<file path="src/rtl/od_xcvr_pkg.sv">
package od_xcvr_pkg;
  typedef enum logic [1:0] {
    ST_IDLE      = 2'd0,
    ST_WAIT_FALL = 2'd1,
    ST_WAIT_RISE = 2'd2
  } xcvr_state_e;
endpackage

</file>
<file path="src/rtl/od_sync.sv">
module od_sync #(
  parameter int WIDTH  = 3,
  parameter int STAGES = 2
) (
  input  logic             clk_i,
  input  logic             rst_ni,
  input  logic [WIDTH-1:0] async_i,
  output logic [WIDTH-1:0] sync_o
);
  logic [WIDTH-1:0] stage_q [STAGES];

  generate
    for (genvar s = 0; s < STAGES; s++) begin : g_stage
      if (s == 0) begin : g_first
        always_ff @(posedge clk_i or negedge rst_ni)
          if (!rst_ni) stage_q[s] <= '0;
          else         stage_q[s] <= async_i;
      end else begin : g_next
        always_ff @(posedge clk_i or negedge rst_ni)
          if (!rst_ni) stage_q[s] <= '0;
          else         stage_q[s] <= stage_q[s-1];
      end
    end
  endgenerate

  assign sync_o = stage_q[STAGES-1];
endmodule

</file>
<file path="src/rtl/od_edge.sv">
module od_edge (
  input  logic clk_i,
  input  logic rst_ni,
  input  logic sig_i,
  output logic rise_o,
  output logic fall_o
);
  logic prev_q;

  always_ff @(posedge clk_i or negedge rst_ni)
    if (!rst_ni) prev_q <= 1'b0;
    else         prev_q <= sig_i;

  assign rise_o = sig_i & ~prev_q;
  assign fall_o = ~sig_i & prev_q;
endmodule

</file>
<file path="src/rtl/od_shift_eng.sv">
module od_shift_eng
  import od_xcvr_pkg::*;
#(
  parameter int BYTE_W = 8
) (
  input  logic              clk_i,
  input  logic              rst_ni,
  input  logic              rise_i,
  input  logic              fall_i,
  input  logic              en_i,
  input  logic              dat_i,
  input  logic              load_i,
  input  logic [BYTE_W-1:0] load_byte_i,
  output logic              pull_o,
  output logic              done_o,
  output logic [BYTE_W-1:0] sr_o
);
  localparam int CNT_W = $clog2(BYTE_W);
  localparam logic [CNT_W-1:0] LAST = CNT_W'(BYTE_W - 1);

  xcvr_state_e       state_q;
  logic [CNT_W-1:0]  cnt_q;
  logic [BYTE_W-1:0] sr_q;
  logic              oe_q;
  logic              done_q;
  logic [BYTE_W-1:0] idle_sr;

  // a load in the same cycle as a start edge supplies the first bit
  assign idle_sr = load_i ? load_byte_i : sr_q;

  always_ff @(posedge clk_i or negedge rst_ni) begin
    if (!rst_ni) begin
      state_q <= ST_IDLE;
      cnt_q   <= '0;
      sr_q    <= '0;
      oe_q    <= 1'b0;
      done_q  <= 1'b0;
    end else begin
      done_q <= 1'b0;
      unique case (state_q)
        ST_IDLE: begin
          sr_q <= idle_sr;
          if (rise_i && en_i) begin
            oe_q    <= idle_sr[BYTE_W-1];
            state_q <= ST_WAIT_FALL;
          end
        end
        ST_WAIT_FALL: begin
          if (!en_i) begin
            state_q <= ST_IDLE;
            cnt_q   <= '0;
            oe_q    <= 1'b0;
          end else if (fall_i) begin
            sr_q <= {sr_q[BYTE_W-2:0], ~dat_i};
            if (cnt_q == LAST) begin
              cnt_q   <= '0;
              oe_q    <= 1'b0;
              done_q  <= 1'b1;
              state_q <= ST_IDLE;
            end else begin
              cnt_q   <= cnt_q + 1'b1;
              state_q <= ST_WAIT_RISE;
            end
          end
        end
        ST_WAIT_RISE: begin
          if (!en_i) begin
            state_q <= ST_IDLE;
            cnt_q   <= '0;
            oe_q    <= 1'b0;
          end else if (rise_i) begin
            oe_q    <= sr_q[BYTE_W-1];
            state_q <= ST_WAIT_FALL;
          end
        end
        default: state_q <= ST_IDLE;
      endcase
    end
  end

  assign pull_o = oe_q;
  assign done_o = done_q;
  assign sr_o   = sr_q;

  p_done_single_r5: assert property (@(posedge clk_i) disable iff (!rst_ni)
    done_q |=> !done_q);
  p_done_after_fall_r5: assert property (@(posedge clk_i) disable iff (!rst_ni)
    done_q |-> $past(fall_i && en_i));
  p_abort_release_r6: assert property (@(posedge clk_i) disable iff (!rst_ni)
    !en_i |=> (!oe_q && !done_q));
  p_pull_stable_r2: assert property (@(posedge clk_i) disable iff (!rst_ni)
    (!rise_i && !fall_i && en_i) |=> $stable(oe_q));
endmodule

</file>
<file path="src/rtl/od_bit_xcvr.sv">
module od_bit_xcvr #(
  parameter int BYTE_W      = 8,
  parameter int SYNC_STAGES = 2
) (
  input  logic              clk_i,
  input  logic              rst_ni,
  input  logic              bus_clk_i,
  input  logic              bus_dat_i,
  input  logic              bus_en_i,
  output logic              dat_pull_o,
  input  logic              load_i,
  input  logic [BYTE_W-1:0] load_byte_i,
  output logic              byte_done_o,
  output logic [BYTE_W-1:0] rx_byte_o
);
  logic [2:0] sync_s;
  logic       clk_s, dat_s, en_s;
  logic       rise_s, fall_s;

  od_sync #(.WIDTH(3), .STAGES(SYNC_STAGES)) u_sync (
    .clk_i   (clk_i),
    .rst_ni  (rst_ni),
    .async_i ({bus_en_i, bus_dat_i, bus_clk_i}),
    .sync_o  (sync_s)
  );

  assign clk_s = sync_s[0];
  assign dat_s = sync_s[1];
  assign en_s  = sync_s[2];

  od_edge u_edge (
    .clk_i  (clk_i),
    .rst_ni (rst_ni),
    .sig_i  (clk_s),
    .rise_o (rise_s),
    .fall_o (fall_s)
  );

  od_shift_eng #(.BYTE_W(BYTE_W)) u_eng (
    .clk_i       (clk_i),
    .rst_ni      (rst_ni),
    .rise_i      (rise_s),
    .fall_i      (fall_s),
    .en_i        (en_s),
    .dat_i       (dat_s),
    .load_i      (load_i),
    .load_byte_i (load_byte_i),
    .pull_o      (dat_pull_o),
    .done_o      (byte_done_o),
    .sr_o        (rx_byte_o)
  );

  p_reset_quiet_r1: assert property (@(posedge clk_i) disable iff (!rst_ni)
    $rose(rst_ni) |-> (!dat_pull_o && !byte_done_o));
endmodule

</file>
<file path="config.mk">
export PLATFORM = sky130hd
export DESIGN_NAME = od_bit_xcvr
export DESIGN_NICKNAME = d
export VERILOG_FILES = /design/src/rtl/od_xcvr_pkg.sv /design/src/rtl/od_sync.sv /design/src/rtl/od_edge.sv /design/src/rtl/od_shift_eng.sv /design/src/rtl/od_bit_xcvr.sv
export SDC_FILE = /design/constraint.sdc
export NUM_CORES = 1
export LEC_CHECK = 0
export BUFFER_PORTS_ARGS = -buffer_cell sky130_fd_sc_hd__buf_2
export CAP_MARGIN = 0
export CELL_PAD_IN_SITES_DETAIL_PLACEMENT = 1
export CELL_PAD_IN_SITES_GLOBAL_PLACEMENT = 1
export CORE_MARGIN = 1.5
export CORE_UTILIZATION = 30
export CTS_CLUSTER_DIAMETER = 40
export DETAILED_ROUTE_END_ITERATION = 16
export PLACE_DENSITY = 0.64
export SETUP_SLACK_MARGIN = 0.1
export SLEW_MARGIN = 5
export SYNTH_ARGS = -nofsm -noshare
export SYNTH_HDL_FRONTEND = slang
export SYNTH_HIERARCHICAL = 1
export SYNTH_SLANG_ARGS = --single-unit
export TNS_END_PERCENT = 5
</file>
<file path="constraint.sdc">
create_clock -name clk_i -period 1.98 [get_ports clk_i]
set_clock_uncertainty 0.15 [all_clocks]
set_input_delay 0.099 -clock clk_i [delete_from_list [all_inputs] [get_ports clk_i]]
set_output_delay 0.099 -clock clk_i [all_outputs]
set_load 0.02 [all_outputs]
</file>
==> out/qor.txt, run 1 <==
Initial Utilization - 31.3%
Status - completed
Sw Pwr - 932 uW
Int Pwr - 1400 uW
Diode count - 0
Port bufs - 23
Number of global-route vias before repair - 951
Max VDD drop - 0.632 mV
Fmax - 0.544 GHz
Post-Syn Area - 1140 sq um
Worst-Skew Late Latency - 270 ps
Synth Flop Type - dfrtp_1
Fin crit share - 92.9%
CTS tree - done
Combinational family with the most area after synthesis - compound AO/OA/AOI/OAI gates
Routed via count - 898
Minimum clock period - 1840 ps
Max_slew headroom - 66.5%
EDFF count, synth - 0
Via density - 4.85
Sequential share of power - 31.1%
Layout cells sized above 1 - 35.0%
CP endpoint kind - flop
DIE AREA - 4200 sq um
CTS root buf - clkbuf_8
Comb power frac - 50.6%
CTS H-tree lvls - 1
Dpl ws - 9.38 ps
Seq/Total Area, Yosys - 48.1%
WP data arrival - 1850 ps
Worst path required time - 1990 ps
Die X - 64.8 um
Final Slew Violations - 0
Drt pass-1 iters - 4
Placed cell count - 168
Total gr overflow - 0
RSZ-0062 raised after global routing - yes
Rows - 22
GP Congestion - 0.691
Layout Nets - 159
First-pass GRT wire length - 4410 um
Fillers - 414
Drt total wl - 2630 um
Worst-path maximum fanout - 5
Multi-input combinational cell area - 531 sq um
Sequential cell area - 551 sq um
Mux contribution to synthesized area - 5.79%
#FFs+latches synth - 22
Hold Violations, Final - 0
Mapped Cells - 101
Post-Synth Simple-Gate Area - 11.6%
Overall routing resource usage - 13.6%
Largest area contributor in the netlist - dfrtp_1
Core box area - 3660 sq um
Number of synthesis warnings - 6
Post-synth ARST share - 100%
Compound-Gate Fraction of Synth Area - 20.2%
Max-Cap Viols - 0
Final Util - 40.9%
Finished Layout Cells - 185
Synth top area cells - dfrtp_1 48%, ha_1 7.7%, a22oi_1 3.9%
HP Class - input pin to flop
Startpoint Class - flop
Final setup violation count - 0
Sw frac - 40.0%
Post-synthesis adder-cell area fraction - 7.65%
Largest net degree at the start of global routing - 23
Share of the synthesized area in the top cell type - 48.1%
Synth cell types - 33
Synth Area in XOR/XNOR - 0%
CTS Buf Count - 3
Max clock buf depth - 2
DR DRC count - 0
Most common library cells after synthesis - 22 x dfrtp_1, 8 x nor2_1, 7 x ha_1, 6 x a21oi_1, 6 x a22oi_1
Die Ht - 64.8 um
Clock sinks - 22
Setup TNS - 0 ps
Layout area overhead - 30.8%
Dpl hpwl - 1810 um
Pin slew with the least headroom to its limit - 503 ps
Pwr/cell area - 1560 nW/um^2
Min setup slack post-route - 141 ps
Worst-path clk slew - 80 ps
DR WL/cell - 14.2 um
Post-route ant nets - 0
Iter 0 DRT Violations - 20
Most common cell in the synthesized netlist - dfrtp_1
Initial antenna violation count - 0
I/O pin count - 24
Synth Net Count - 122
Pleak - 0.000679 uW
Clk pwr share - 18.3%
Syn Area/Cell - 11.3 sq um
Critical path type - flop to flop
## cell usage in the layout, fill, tap and decap left out
| cell | count |
|---|---|
| nor2_1 | 8 |
| a21oi_1 | 6 |
| nor2b_1 | 3 |
| o2bb2ai_2 | 1 |
| mux2_2 | 1 |
| nand2_1 | 4 |
| bufinv_16 | 1 |
| ha_2 | 2 |
| a41oi_1 | 1 |
| nor3_1 | 1 |
| nand2b_1 | 1 |
| nand2_2 | 1 |
| buf_4 | 6 |
| buf_12 | 1 |
| dlygate4sd3_1 | 9 |
| and2b_2 | 1 |
| mux2_4 | 1 |
| a311oi_1 | 1 |
| dfrtp_1 | 22 |
| o21ai_0 | 4 |
| nand3b_1 | 1 |
| nand3_1 | 1 |
| a22oi_1 | 6 |
| buf_2 | 23 |
| a22o_1 | 2 |
| and4_1 | 1 |
| a21oi_4 | 2 |
| nand4_1 | 2 |
| ha_1 | 5 |
| a211oi_2 | 1 |
| inv_1 | 4 |
| o31ai_1 | 1 |
| clkbuf_8 | 3 |
| mux2i_1 | 4 |
| nor2b_2 | 1 |
| a21oi_2 | 3 |
| a21boi_0 | 2 |
## layer usage
| layer | vias up | wire (um) | share of wire (%) | GRT usage (%) |
|---|---|---|---|---|
| met5 | - | 0 | 0 | 0 |
| met4 | 0 | 10 | 0.38 | 2.39 |
| met3 | 3 | 100 | 3.8 | 4.17 |
| met2 | 20 | 1410 | 54 | 24.7 |
| met1 | 445 | 1110 | 42 | 15.6 |
| li1 | 430 | - | - | - |
## worst paths after layout
path                                         from                to  slack (ps)  cells after the start
worst max-delay path             u_eng/state_q[1]      u_eng/pull_o         140                      6
worst min-delay path               load_byte_i[4]     u_eng/sr_o[4]          20                      3
worst max register to register   u_eng/state_q[1]      u_eng/pull_o         140                      6
worst min register to register  u_sync/stage_q[5]  u_sync/sync_o[2]         200                      0
max in group asynchronous                  rst_ni     u_eng/sr_o[4]        1170                      2
min in group asynchronous                  rst_ni    u_eng/cnt_q[0]         170                      2
## flip-flops by register name, summed over array words and instances, names as in the netlist
register and cells:
u_eng/pull_o 1, u_edge/prev_q 1, u_eng/done_o 1, u_eng/state_q 2, u_eng/cnt_q 3, u_sync/sync_o 3
u_sync/stage_q 3, u_eng/sr_o 8
## power by group through the flow
stage / logic, uW / clock network (uW) / registers (uW)
6_report: 1180 / 428 / 725
5_1_grt: 1300 / 459 / 745
4_1_cts: 1070 / 446 / 730
3_5_place_dp: 1040 / 0 / 734
3_3_place_gp: 996 / 0 / 724
2_1_floorplan: 684 / 0 / 820
## worst max-delay path, cell delays in order, from the launching register on
cell	delay, ps
dfrtp_1	410
inv_1	100
ha_1	240
o2bb2ai_2	210
a21oi_4	100
a211oi_2	200
mux2_4	320
## cells by family (layout without fill, tap and decap cells)
logic type,count (synthesis),count (layout)
AOI/OAI and AO/OA,30,30
adders and majority gates,7,7
DFF,22,22
and+or+nand+nor,25,25
buffers and inverters,11,47
muxes,6,6
## what timing repair did
item | 4_1_cts | 5_1_grt
setup endpoints to repair | 8 | 11
cloned | 0 | 0
gates resized for setup | 1 | 2
setup buffers | 0 | 4
hold buffers | 9 | 0
hold endpoints to repair | 30 | 0
## stage by stage
| stage | cell area, sq um | hold slack (ps) | total power (uW) |
|---|---|---|---|
| floorplan | 1140 | -347 | 1500 |
| global placement | 1280 | -52.5 | 1720 |
| detailed placement | 1280 | -42.6 | 1770 |
| CTS | 1450 | 8.74 | 2240 |
| global route | 1500 | 7.80 | 2500 |
| finish | 1500 | 16.9 | 2330 |
## layout make-up
class                           instances  share of cell area, %
Clock inverter                          1                   2.01
Clock buffer                            3                   2.76
Timing Repair Buffer                   39                   18.0
Inverter                                4                   1.00
Sequential cell                        22                   36.8
Multi-Input combinational cell         68                   35.4
Tap cell                               48                   4.01
No activity file was read; power rests on OpenSTA's default activity.
==> run 2: changes to the inputs <==
Settings changed: CORE_UTILIZATION 30 to 41, PLACE_DENSITY 0.64 to 0.82, REMOVE_ABC_BUFFERS set to 1.
==> out/qor.txt, run 2 (synthesized netlist as in run 1, its figures left out) <==
Status - completed
Port bufs - 23 (unchanged)
I/O pin count - 24 (unchanged)
Fin crit share - 94.3% (+1.4 points)
Die Ht - 55.8 um (-14%)
Final Slew Violations - 0 (unchanged)
Highest-count cells in the layout ignoring fill and taps - 23 x buf_2, 22 x dfrtp_1, 12 x dlygate4sd3_1
Worst setup startpoint - u_eng/state_q[1]
Hold Violations, Final - 0 (unchanged)
Overall routing resource usage - 19.1% (+5.5 points)
HP Class - input pin to flop
Layout Nets - 160 (+0.63%)
Initial antenna violation count - 0 (unchanged)
Via density - 5.38 (+11%)
Number of global-route vias before repair - 935 (-1.7%)
GP Congestion - 0.844 (+22%)
WP data arrival - 1920 ps (+70 ps)
RSZ-0062 raised after global routing - yes
Worst path required time - 2030 ps (+40 ps)
Max-Cap Viols - 0 (unchanged)
Dpl hpwl - 1820 um (+0.61%)
Final setup violation count - 0 (unchanged)
Fmax - 0.535 GHz (-1.5%)
Max VDD drop - 0.968 mV (+53%)
CP endpoint kind - flop
Startpoint Class - flop
Pleak - 0.000667 uW (-1.8%)
Drt total wl - 2820 um (+7.3%)
Worst-Skew Late Latency - 310 ps (+40 ps)
Diode count - 0 (unchanged)
DIE AREA - 3120 sq um (-26%)
Pin slew with the least headroom to its limit - 509 ps (+6.15 ps)
Worst-path clk slew - 130 ps (+50 ps)
Drt pass-1 iters - 4 (unchanged)
First-pass GRT wire length - 4620 um (+4.9%)
Critical path type - flop to flop
Routed via count - 903 (+0.56%)
Worst Hold Launch - load_i
Post-route ant nets - 0 (unchanged)
Max_slew headroom - 66.0% (-0.41 points)
Fin Hold WS - 24.6 ps (+7.73 ps)
Iter 0 DRT Violations - 18 (-10%)
Launch point of the worst reg-to-reg path - u_eng/state_q[1]
Clock sinks - 22 (unchanged)
Pwr/cell area - 1460 nW/um^2 (-6.3%)
CTS Buf Count - 3 (unchanged)
CTS H-tree lvls - 1 (unchanged)
Minimum clock period - 1870 ps (+28.5 ps)
DR DRC count - 0 (unchanged)
Core box area - 2570 sq um (-30%)
CTS root buf - clkbuf_4
Rows - 18 (-18%)
DR WL/cell - 16.8 um (+18%)
Total gr overflow - 0 (unchanged)
Commonest non-fill, non-tap cell in the layout - buf_2
Largest net degree at the start of global routing - 23 (unchanged)
Layout area overhead - 26.6%
Max clock buf depth - 2 (unchanged)
Initial Utilization - 44.6% (+13 points)
Layout cells sized above 1 - 32.6% (-2.4 points)
CTS tree - done
Die X - 55.8 um (-14%)
Fillers - 291 (-30%)
Worst-path maximum fanout - 5 (unchanged)
Max reg flops - 8 (unchanged)
Total power - 2110 uW (-9.4%)
Hold Path Depth - 3 (unchanged)
Reg2Reg Depth - 6 (unchanged)
run 2: final timing paths:
| check | slack, ps | to |
|---|---|---|
| max | 110 | u_eng/pull_o |
| min | 20 | u_eng/sr_o[7] |
| max reg2reg | 110 | u_eng/pull_o |
| min reg2reg | 210 | u_sync/sync_o[0] |
| max in group asynchronous | 1210 | u_sync/stage_q[5] |
| min in group asynchronous | 120 | u_eng/sr_o[5] |
run 2: routing by layer:
| layer | routed length (um) | vias up | global-route usage [%] | share of wire [%] |
|---|---|---|---|---|
| li1 | - | 433 | - | - |
| met4 | 81 | 0 | 9.18 | 2.9 |
| met1 | 1230 | 445 | 22.5 | 44 |
| met5 | 0 | - | 0 | 0 |
| met3 | 66 | 8 | 2.56 | 2.3 |
| met2 | 1440 | 17 | 34.0 | 51 |
run 2: area by class of cell:
cell class / instances / area (sq um) / share of cell area [%]
multi-input combinational: 68 / 533 / 36.8
clock buffer: 4 / 36.3 / 2.50
sequential: 22 / 551 / 38.0
tap: 30 / 37.5 / 2.59
inverter: 4 / 15.0 / 1.04
timing repair buffer: 40 / 277 / 19.1
run 2: power by group:
group / total [uW] / switching (uW) / internal (uW)
clock network: 253 / 141 / 112
registers: 720 / 122 / 598
logic: 1140 / 656 / 483
total: 2110 / 919 / 1190
run 2: timing repair:
| action | in CTS | in global routing |
|---|---|---|
| setup endpoints to repair | 0 | 8 |
| gates resized for setup | 0 | 3 |
| hold buffers | 12 | 0 |
| buffers inserted | 0 | 1 |
| endpoints found under the hold margin | 33 | 0 |
run 2: through the flow:
stage / cells / utilization (%) / worst slack, ps / cell area (sq um) / setup TNS, ps
finish: 168 / 56.4 / 112 / 1450 / 0
global route: 168 / 56.4 / 53.2 / 1450 / 0
CTS: 167 / 55.4 / 107 / 1420 / 0
detailed placement: 151 / 49.3 / 143 / 1270 / 0
global placement: 151 / 49.3 / 223 / 1270 / 0
floorplan: 94 / - / -27.2 / 1080 / -113
run 2: critical path, cell delays in order, from the launching register on:
cell and delay, ps:
dfrtp_1 440, inv_1 110, ha_1 260, o2bb2ai_4 190, a21oi_4 90, a211oi_2 210
mux2_4 320
==> run 3: changes to the inputs <==
Settings changed: CORE_UTILIZATION 41 to 37, PLACE_DENSITY 0.82 to 0.78.
Clock period 1.98 ns to 1.7 ns, I/O delays scaled along.
==> out/qor.txt, run 3 (synthesized netlist as in run 1, its figures left out) <==
Initial antenna violation count - 0 (unchanged)
CP endpoint kind - flop
Fmax - 0.591 GHz (+10%)
Fin Hold WS - 103 ps (+78.7 ps)
Layout cells sized above 1 - 49.3% (+17 points)
Overall routing resource usage - 17.9% (-1.2 points)
HP Class - input pin to asynchronous set/reset pin
Worst r2r dst - u_eng/pull_o
Pin slew with the least headroom to its limit - 506 ps (-3.74 ps)
Core box area - 3000 sq um (+17%)
Reg2reg setup slack - 9 ps (-100 ps)
Sequential share of power - 30.1% (-4.0 points)
DR WL/cell - 16.6 um (-1.4%)
Layout area overhead - 45.1%
Pwr/cell area - 1730 nW/um^2 (+18%)
Rows - 20 (+2)
Final setup violation count - 0 (unchanged)
I/O pin count - 24 (unchanged)
CTS root buf - clkbuf_4
Worst path required time - 1750 ps (-280 ps)
Max clock buf depth - 2 (unchanged)
Worst-path clk slew - 130 ps (about the same)
Port bufs - 23 (unchanged)
Highest-count cells in the layout ignoring fill and taps - 23 x buf_2, 21 x dfrtp_1, 13 x dlygate4sd3_1
Fillers - 323 (+11%)
CTS H-tree lvls - 1 (unchanged)
Startpoint Class - flop
Routed via count - 948 (+5.0%)
DIE AREA - 3440 sq um (+10%)
Status - completed
Int Pwr - 1630 uW (+36%)
Die X - 58.6 um (+5.0%)
Total power - 2870 uW (+36%)
Max VDD drop - 0.857 mV (-11%)
Sw frac - 43.3% (-0.17 points)
Worst-Skew Late Latency - 310 ps (about the same)
First-pass GRT wire length - 4690 um (+1.5%)
Launch point of the worst reg-to-reg path - u_eng/state_q[1]
WP data arrival - 1740 ps (-180 ps)
RSZ-0062 raised after global routing - yes
Worst-path maximum fanout - 3 (-2)
Finished Cell Area - 1660 sq um (+15%)
Commonest non-fill, non-tap cell in the layout - buf_2
Number of global-route vias before repair - 1,049 (+12%)
Hold Violations, Final - 0 (unchanged)
Diode count - 0 (unchanged)
Critical path type - flop to flop
Iter 0 DRT Violations - 18 (unchanged)
CTS Buf Count - 3 (unchanged)
Total gr overflow - 0 (unchanged)
Placed inst area - 1320 sq um (+4.2%)
Sw Pwr - 1240 uW (+35%)
Clock sinks - 22 (unchanged)
Drt total wl - 2960 um (+5.0%)
DR DRC count - 0 (unchanged)
Pleak - 0.000729 uW (+9.4%)
Fin crit share - 99.5% (+5.1 points)
Max-Cap Viols - 0 (unchanged)
Dpl hpwl - 1870 um (+2.5%)
Post-route ant nets - 0 (unchanged)
Final Slew Violations - 0 (unchanged)
Reg2Reg Depth - 6 (unchanged)
Drt pass-1 iters - 4 (unchanged)
GP Congestion - 0.768 (-9.0%)
Comb power frac - 61.5% (+7.6 points)
Die Ht - 58.6 um (+5.0%)
Max reg flops - 8 (unchanged)
Via density - 5.30 (-1.5%)
CTS tree - done
Minimum clock period - 1690 ps (-177 ps)
Max_slew headroom - 66.3% (+0.25 points)
Largest net degree at the start of global routing - 23 (unchanged)
Layout Nets - 169 (+5.6%)
Clk pwr share - 8.4% (-3.6 points)
Initial Utilization - 38.1% (-6.5 points)
[run 3: cell types whose count changed in the layout (fill, tap and decap cells not counted), sizes merged]
cell         previous run  this run
buf                    28        36
clkbuf                  4         3
dlygate4sd3            12        13
[run 3: worst max-delay path, stage by stage, from the launching register on]
cell	delay (ps)
dfrtp_2	450
inv_4	80
ha_4	180
o2bb2ai_4	140
a21oi_4	80
a211oi_2	190
mux2_4	320
[run 3: final cells by class]
| class | count | area (sq um) | share of cell area, % |
|---|---|---|---|
| Sequential cell | 22 | 552 | 33.2 |
| Inverter | 4 | 22.5 | 1.36 |
| Multi-Input combinational cell | 68 | 653 | 39.3 |
| Timing Repair Buffer | 49 | 370 | 22.3 |
| Clock buffer | 3 | 22.5 | 1.36 |
| Tap cell | 33 | 41.3 | 2.48 |
[run 3: timing repair]
item / CTS / global route
gates resized for setup: 15 / 23
endpoints found under the hold margin: 33 / 0
hold buffers: 13 / 0
endpoints found under the setup margin: 13 / 14
setup buffers: 4 / 0
pin swaps: 5 / 4
gates cloned: 0 / 0
[run 3: worst max-delay path by stage]
stage / startpoint / slack (ps) / cells after the start / end
2_1_floorplan: u_eng/state_q[1] / -310 / 6 / u_eng/pull_o
3_3_place_gp: u_eng/state_q[1] / -6 / 6 / u_eng/pull_o
3_5_place_dp: u_eng/state_q[0] / -90 / 6 / u_eng/cnt_q[2]
4_1_cts: u_eng/state_q[1] / 7 / 6 / u_eng/pull_o
5_1_grt: u_eng/state_q[0] / -30 / 7 / u_eng/pull_o
6_report: u_eng/state_q[1] / 9 / 6 / u_eng/pull_o
[run 3: per-layer routing]
metal	vias to the layer above	GRT usage [%]	wire (um)
li1	452	-	-
met3	5	2.20	98
met2	25	33.5	1620
met1	466	21.1	1210
met5	-	0	0
met4	0	5.52	38
[run 3: through the flow]
step,utilization [%],std cells,TNS [ps],setup WS [ps]
2_1_floorplan,-,94,-2420,-307
3_3_place_gp,44.0,159,-14.8,-6.28
3_5_place_dp,44.0,159,-557,-85.1
4_1_cts,52.3,179,0,6.99
5_1_grt,55.3,179,-59.4,-32.2
6_report,55.3,179,0,8.97
[run 3: power by group through the flow]
| stage | Clock [uW] | Combinational, uW | Sequential (uW) |
|---|---|---|---|
| 3_3_place_gp | 0 | 1270 | 837 |
| 2_1_floorplan | 0 | 719 | 957 |
| 6_report | 242 | 1770 | 863 |
| 4_1_cts | 249 | 1540 | 840 |
| 3_5_place_dp | 0 | 1340 | 848 |
| 5_1_grt | 264 | 1900 | 890 |
